==> src/rtl/sysctl_pkg.sv <==
package sysctl_pkg;
  localparam int REG_W  = 32;
  localparam int SLOTS  = 8;
  localparam int SLOT_W = $clog2(SLOTS);
  localparam int DLL_N  = 8;

  localparam int OFS_DLL = 32'h100;
  localparam int OFS_AID = 32'hFF8;
  localparam int OFS_ID  = 32'hFFC;

  localparam logic [11:0] PN_A   = 12'h524;
  localparam logic [11:0] PN_B   = 12'h547;
  localparam logic [11:0] PN_ALT = 12'h536;

  // slots that software may write, when present
  localparam logic [SLOTS-1:0] WRITABLE = 8'b1110_0111;

  typedef enum logic [1:0] {SRC_SLOT, SRC_DLL, SRC_AID, SRC_ID} src_e;

  function automatic logic [SLOTS-1:0] present_mask(input logic [11:0] pn);
    logic wide;
    logic [SLOTS-1:0] m;
    wide = (pn == PN_A) || (pn == PN_B) || (pn == PN_ALT);
    m = 8'b0001_0011;
    if (wide) m = m | 8'b0010_0100;
    else      m = m | 8'b0000_1000;
    if ((pn == PN_A) || (pn == PN_ALT)) m[6] = 1'b1;
    if (pn == PN_ALT) m[7] = 1'b1;
    return m;
  endfunction
endpackage

==> src/rtl/sysctl_decode.sv <==
module sysctl_decode
  import sysctl_pkg::*;
#(
  parameter int               ADDR_W  = 12,
  parameter logic [SLOTS-1:0] PRESENT = '1
) (
  input  logic [ADDR_W-1:0] addr,
  input  logic              rd,
  input  logic              wr,
  output logic              hit,
  output src_e              src,
  output logic [SLOT_W-1:0] idx,
  output logic              slot_we,
  output logic              dll_we
);
  always_comb begin
    hit = 1'b0;
    src = SRC_SLOT;
    idx = addr[SLOT_W+1:2];
    if (addr[1:0] == 2'b00) begin
      if (addr < ADDR_W'(SLOTS * 4)) begin
        hit = PRESENT[idx] && (!wr || WRITABLE[idx]);
      end else if (addr == ADDR_W'(OFS_DLL)) begin
        hit = 1'b1;
        src = SRC_DLL;
      end else if (addr == ADDR_W'(OFS_AID)) begin
        hit = !wr;
        src = SRC_AID;
      end else if (addr == ADDR_W'(OFS_ID)) begin
        hit = !wr;
        src = SRC_ID;
      end
    end
  end

  assign slot_we = wr && hit && (src == SRC_SLOT);
  assign dll_we  = wr && hit && (src == SRC_DLL);

  // rd only qualifies the bus; decode itself is address driven
  logic unused_rd;
  assign unused_rd = rd;
endmodule

==> src/rtl/sysctl_cfg_bank.sv <==
module sysctl_cfg_bank
  import sysctl_pkg::*;
#(
  parameter logic [SLOTS-1:0] PRESENT  = '1,
  parameter logic [REG_W-1:0] CFG0_RST = '0,
  parameter logic [REG_W-1:0] CFG4_VAL = '0
) (
  input  logic                        clk,
  input  logic                        rst,
  input  logic                        we,
  input  logic [SLOT_W-1:0]           idx,
  input  logic [REG_W-1:0]            wdata,
  output logic [SLOTS-1:0][REG_W-1:0] vals
);
  for (genvar i = 0; i < SLOTS; i++) begin : g_slot
    if (WRITABLE[i] && PRESENT[i]) begin : g_rw
      logic [REG_W-1:0] q;
      always_ff @(posedge clk) begin
        if (rst)                               q <= (i == 0) ? CFG0_RST : '0;
        else if (we && (idx == SLOT_W'(i)))    q <= wdata;
      end
      assign vals[i] = q;
    end else if (i == 4) begin : g_const
      assign vals[i] = CFG4_VAL;
    end else begin : g_zero
      assign vals[i] = '0;
    end
  end
endmodule

==> src/rtl/sysctl_dll.sv <==
module sysctl_dll
  import sysctl_pkg::*;
(
  input  logic             clk,
  input  logic             rst,
  input  logic             we,
  input  logic [DLL_N-1:0] mask_in,
  input  logic [DLL_N-1:0] locked,
  output logic [REG_W-1:0] value
);
  localparam int GAP = REG_W - 2 * DLL_N - 1;

  logic [DLL_N-1:0] mask_q;
  logic             all_ok;

  always_ff @(posedge clk) begin
    if (rst)     mask_q <= '1;
    else if (we) mask_q <= mask_in;
  end

  assign all_ok = &(locked | ~mask_q);
  assign value  = {mask_q, locked, {GAP{1'b0}}, all_ok};

  // mask moves only through an accepted DLL write
  assert_mask_hold_R8: assert property (@(posedge clk) disable iff (rst)
    !we |=> $stable(mask_q));
endmodule

==> src/rtl/sys_ctrl_regs.sv <==
module sys_ctrl_regs
  import sysctl_pkg::*;
#(
  parameter int               ADDR_W   = 12,
  parameter int               LED_N    = 8,
  parameter logic [REG_W-1:0] CFG0_RST = 32'h0000_0000,
  parameter logic [REG_W-1:0] CFG4_VAL = 32'h0000_0000,
  parameter logic [REG_W-1:0] AID_VAL  = 32'h0000_0000,
  parameter logic [REG_W-1:0] ID_VAL   = 32'h4104_5240
) (
  input  logic              clk,
  input  logic              rst,
  input  logic [ADDR_W-1:0] bus_addr,
  input  logic              bus_wr,
  input  logic              bus_rd,
  input  logic [REG_W-1:0]  bus_wdata,
  output logic [REG_W-1:0]  bus_rdata,
  output logic              bad_access,
  input  logic [DLL_N-1:0]  dll_locked,
  output logic              remap,
  output logic [LED_N-1:0]  leds
);
  localparam logic [11:0]      PART    = ID_VAL[15:4];
  localparam logic [SLOTS-1:0] PRESENT = present_mask(PART);
  localparam bit               ALT     = (PART == PN_ALT);

  logic                        hit, slot_we, dll_we;
  src_e                        src;
  logic [SLOT_W-1:0]           idx;
  logic [SLOTS-1:0][REG_W-1:0] vals;
  logic [REG_W-1:0]            dll_val, rd_mux;

  sysctl_decode #(.ADDR_W(ADDR_W), .PRESENT(PRESENT)) u_dec (
    .addr(bus_addr), .rd(bus_rd), .wr(bus_wr),
    .hit(hit), .src(src), .idx(idx), .slot_we(slot_we), .dll_we(dll_we)
  );

  sysctl_cfg_bank #(.PRESENT(PRESENT), .CFG0_RST(CFG0_RST), .CFG4_VAL(CFG4_VAL)) u_bank (
    .clk(clk), .rst(rst), .we(slot_we), .idx(idx), .wdata(bus_wdata), .vals(vals)
  );

  sysctl_dll u_dll (
    .clk(clk), .rst(rst), .we(dll_we),
    .mask_in(bus_wdata[REG_W-1 -: DLL_N]), .locked(dll_locked), .value(dll_val)
  );

  always_comb begin
    case (src)
      SRC_DLL: rd_mux = dll_val;
      SRC_AID: rd_mux = AID_VAL;
      SRC_ID:  rd_mux = ID_VAL;
      default: rd_mux = vals[idx];
    endcase
  end

  always_ff @(posedge clk) begin
    if (rst) begin
      bus_rdata  <= '0;
      bad_access <= 1'b0;
    end else begin
      bad_access <= (bus_rd || bus_wr) && !hit;
      if (bus_rd) bus_rdata <= hit ? rd_mux : '0;
    end
  end

  if (ALT) begin : g_out_alt
    assign remap = 1'b0;
    assign leds  = '0;
  end else begin : g_out_std
    assign remap = vals[0][0];
    assign leds  = vals[1][LED_N-1:0];
  end

  // a rejected access leaves the driven outputs untouched
  assert_bad_no_effect_R4: assert property (@(posedge clk) disable iff (rst)
    bad_access |-> ($stable(remap) && $stable(leds)));

  // a rejected read returns zero
  assert_bad_read_zero_R4: assert property (@(posedge clk) disable iff (rst)
    (bad_access && $past(bus_rd)) |-> (bus_rdata == '0));

  // the flag only follows a real bus access
  assert_bad_has_cause_R5: assert property (@(posedge clk) disable iff (rst)
    bad_access |-> $past(bus_rd || bus_wr));

  // identification word is constant
  assert_id_read_R6: assert property (@(posedge clk) disable iff (rst)
    (bus_rd && !bus_wr && bus_addr == ADDR_W'(OFS_ID)) |=> (bus_rdata == ID_VAL));
endmodule

==> config.mk <==
export PLATFORM = sky130hd
export DESIGN_NAME = sys_ctrl_regs
export DESIGN_NICKNAME = d
export VERILOG_FILES = /design/src/rtl/sysctl_pkg.sv /design/src/rtl/sysctl_decode.sv /design/src/rtl/sysctl_cfg_bank.sv /design/src/rtl/sysctl_dll.sv /design/src/rtl/sys_ctrl_regs.sv
export SDC_FILE = /design/constraint.sdc
export NUM_CORES = 1
export LEC_CHECK = 0
export ABC_AREA = 1
export BUFFER_PORTS_ARGS = -buffer_cell sky130_fd_sc_hd__buf_2
export CAP_MARGIN = 20
export CORE_MARGIN = 2
export CORE_UTILIZATION = 55
export DETAILED_ROUTE_END_ITERATION = 6
export PLACE_DENSITY = 0.76
export SYNTH_ARGS = -nofsm -noshare
export SYNTH_HDL_FRONTEND = slang
export SYNTH_SLANG_ARGS = --single-unit
==> constraint.sdc <==
create_clock -name clk -period 1.9 [get_ports clk]
set_input_delay 0.38 -clock clk [delete_from_list [all_inputs] [get_ports clk]]
set_output_delay 0.38 -clock clk [all_outputs]
set_load 0.005 [all_outputs]
==> impl_metrics.json <==
{
  "fmax_ghz": 0.5790,
  "ys_ff_latch": 201,
  "place.gp.congestion": 0.8780,
  "drtIter0Drc": 1011,
  "post-route-min-period_ns": 1.727,
  "portBuffers": 97,
  "io_pins": 98,
  "crit_path_max_fanout": 8,
  "core_mm2": 0.01815,
  "clkTransAtPathRegs_ns": 0.06,
  "fin_skew_ns": 0.01505,
  "start_kind": "input port",
  "ant_nets": 0,
  "fin_ws_ns": 0.1729,
  "critPathKind": "input port to flop",
  "die-area_mm2": 0.01975,
  "place_ws_ns": -0.2635,
  "cts_hold_buf": 0,
  "fill_cells": 1600,
  "die_x_um": 140.5,
  "vias_per_cell": 5.508,
  "drv_slew": 0,
  "grt_max_degree": 54,
  "maxCapViolCount": 0,
  "slew_headroom_pct": 74.06,
  "antenna_cells": 0,
  "rsz0062_at_grt": "no",
  "yosysUniqueCellTypes": 32,
  "cts_buffer_depth": 3,
  "crit_required_ns": 2.34,
  "vias": 10490,
  "hp-start": "bus_wdata[28]",
  "p_per_area_mw_per_mm2": 812.1,
  "yosys-top-cells-area": "dfxtp_1 39%, nand2_1 14%, nand3_1 11%",
  "yosysSeqAreaShare_pct": 39.24,
  "num_rows": 49,
  "leakage_nw": 5.363,
  "grt_usage_pct": 28.34,
  "r2r-start": "u_bank.g_slot[1].g_rw.q[14]",
  "grt_remaining_overflow": 0,
  "worstMarginPinSlew_ns": 0.3877,
  "hold_viol_final": 0,
  "syn_nets": 1623,
  "synthesis.area_mm2": 0.01025,
  "grt_pass1_wl_mm": 46.42,
  "timing.final.crit_share_pct": 90.90,
  "hpwlAfterDp_mm": 19.04,
  "cts_buffers": 22,
  "cts_tree": "built",
  "drt-total-wl_mm": 28.61,
  "nNetsFinal": 1716,
  "startpoint": "bus_addr[2]",
  "reg2regPathDepth": 7,
  "hold_path_depth": 3,
  "wire_per_inst_um": 15.02,
  "ir_drop_mv": 0.6077,
  "initial_core_util_pct": 56.51,
  "htree_levels": 1,
  "hold_path_class": "input port to flop",
  "status": "finished, final reports clean",
  "cts_root_buffer": "clkbuf_16",
  "critical_path_arrival_ns": 2.17,
  "endpoint_kind": "flop",
  "layout-drive-gt1-share_pct": 15.81,
  "dr.pass1.iters": 5,
  "synth_top_area_cell": "dfxtp_1",
  "finalSetupViolCount": 0,
  "clock_latency_ns": 0.52,
  "die-height_um": 140.5,
  "first_global_vias": 9210,
  "cts_resized": 0,
  "antenna_found_initial": 0,
  "synth_area_per_cell_um2": 6.544,
  "synthCells": 1567,
  "area_growth_pct": 18.28,
  "cts.sinks": 201,
  "drc": 0,
  "yosysWarningCount": 0,
  "synth_top_area_share_pct": 39.24,
  "power_mw": 9.850,
  "post_cts.repair.setup_buffers": 0
}
## power by group
group          internal [mW]  switching [mW]  leakage (nW)  total (mW)
clock network           3.03            1.77         0.398        4.80
logic                  0.277           0.555          3.35       0.831
registers               4.22        0.000632          1.62        4.22
total                   7.52            2.33          5.36        9.85
## registers in the layout (all words and copies together) (netlist names)
| name | flops |
|---|---|
| u_bank.g_slot.g_rw.q | 160 |
| bus_rdata | 32 |
| u_dll.mask_q | 8 |
| bad_access | 1 |
## worst paths after layout
| kind | slack [ns] | to |
|---|---|---|
| max | 0.17 | bus_rdata[9] |
| min reg2reg | 0.46 | bus_rdata[14] |
| max reg2reg | 0.56 | bus_rdata[14] |
| min | 0.11 | u_dll.mask_q[4] |
## worst max-delay path, stage by stage
cell and delay (ns):
buf_2 0.18, inv_4 0.13, nand2_2 0.09, inv_1 0.31, buf_4 0.25, nand3_1 0.08, nand2_1 0.07, inv_1 0.03
nand2_1 0.14, nor2_1 0.06, nor2_1 0.20, nand3_1 0.10, a21oi_1 0.15
## synth_stat cells
cell and count:
inv_1 80, a21oi_1 196, and2_1 1, buf_2 22
nor2_1 257, inv_4 1, clkbuf_1 46, clkinv_1 4
buf_6 32, nor2_8 1, o21ai_1 2, buf_1 18
a21boi_0 1, clkinv_2 1, nand2_2 2, buf_4 14
nand3_1 224, nor2_4 1, a22oi_1 1, nand3_4 2
dfxtp_1 201, a211oi_1 1, inv_2 3, o21ai_0 39
nand3_2 3, nand2_1 370, nor2_2 2, nor3_1 2
o22ai_1 12, o211ai_1 5, or2_2 6, nand4_1 17
## per-layer routing
metal | part of all wire [%] | vias to the layer above | wire length, um | GRT usage, %
met5 | 0 | - | 0 | 0
met4 | 2.4 | 0 | 680 | 8.579
met3 | 9.1 | 52 | 2617 | 4.581
met2 | 43 | 407 | 12370 | 43.19
met1 | 45 | 4762 | 12940 | 41.39
li1 | - | 5271 | - | -
## area by class of cell
type	instances	area (um^2)	share of cell area, %
Multi-Input combinational cell	1145	5107	42.11
Sequential cell	201	4024	33.18
Timing Repair Buffer	201	1554	12.81
Clock buffer	28	593.1	4.890
Inverter	89	340.3	2.806
Tap cell	229	286.5	2.362
Clock inverter	12	224.0	1.847
## kinds of logic (layout without fill, tap and decap cells)
group | Yosys count | after routing | synth area share, %
AND/OR/NAND/NOR | 888 | 888 | 36.63
AO/OA/AOI/OAI | 257 | 257 | 12.88
buffers and inverters | 221 | 330 | 11.25
flip-flops | 201 | 201 | 39.24
## stage by stage
step                std cells  hold WS (ns)  cell area (um^2)  utilization (%)  setup TNS [ns]
finish                   1905        0.1116             12130            66.84               0
global route             1905        0.1239             12130            66.84               0
detailed placement       1865        0.4525             11310            62.33          -37.20
CTS                      1905        0.1030             12130            66.84               0
global placement         1865        0.4493             11310            62.33          -22.14
floorplan                1567        0.4440             10250                -               0
## placed cells by master, fill, tap and decap left out, drive strengths merged
cell / Yosys / layout
clkinv: 5 / 9
buf: 86 / 201
o21ai: 41 / 41
nor3: 2 / 2
a211oi: 1 / 1
bufinv: 0 / 6
nor2: 261 / 261
o22ai: 12 / 12
dfxtp: 201 / 201
nand3: 229 / 229
nand2: 372 / 372
and2: 1 / 1
or2: 6 / 6
o211ai: 5 / 5
a21boi: 1 / 1
a22oi: 1 / 1
clkbuf: 46 / 28
nand4: 17 / 17
a21oi: 196 / 196
clkinvlp: 0 / 1
inv: 84 / 85
(Power assumes the default switching activity.)
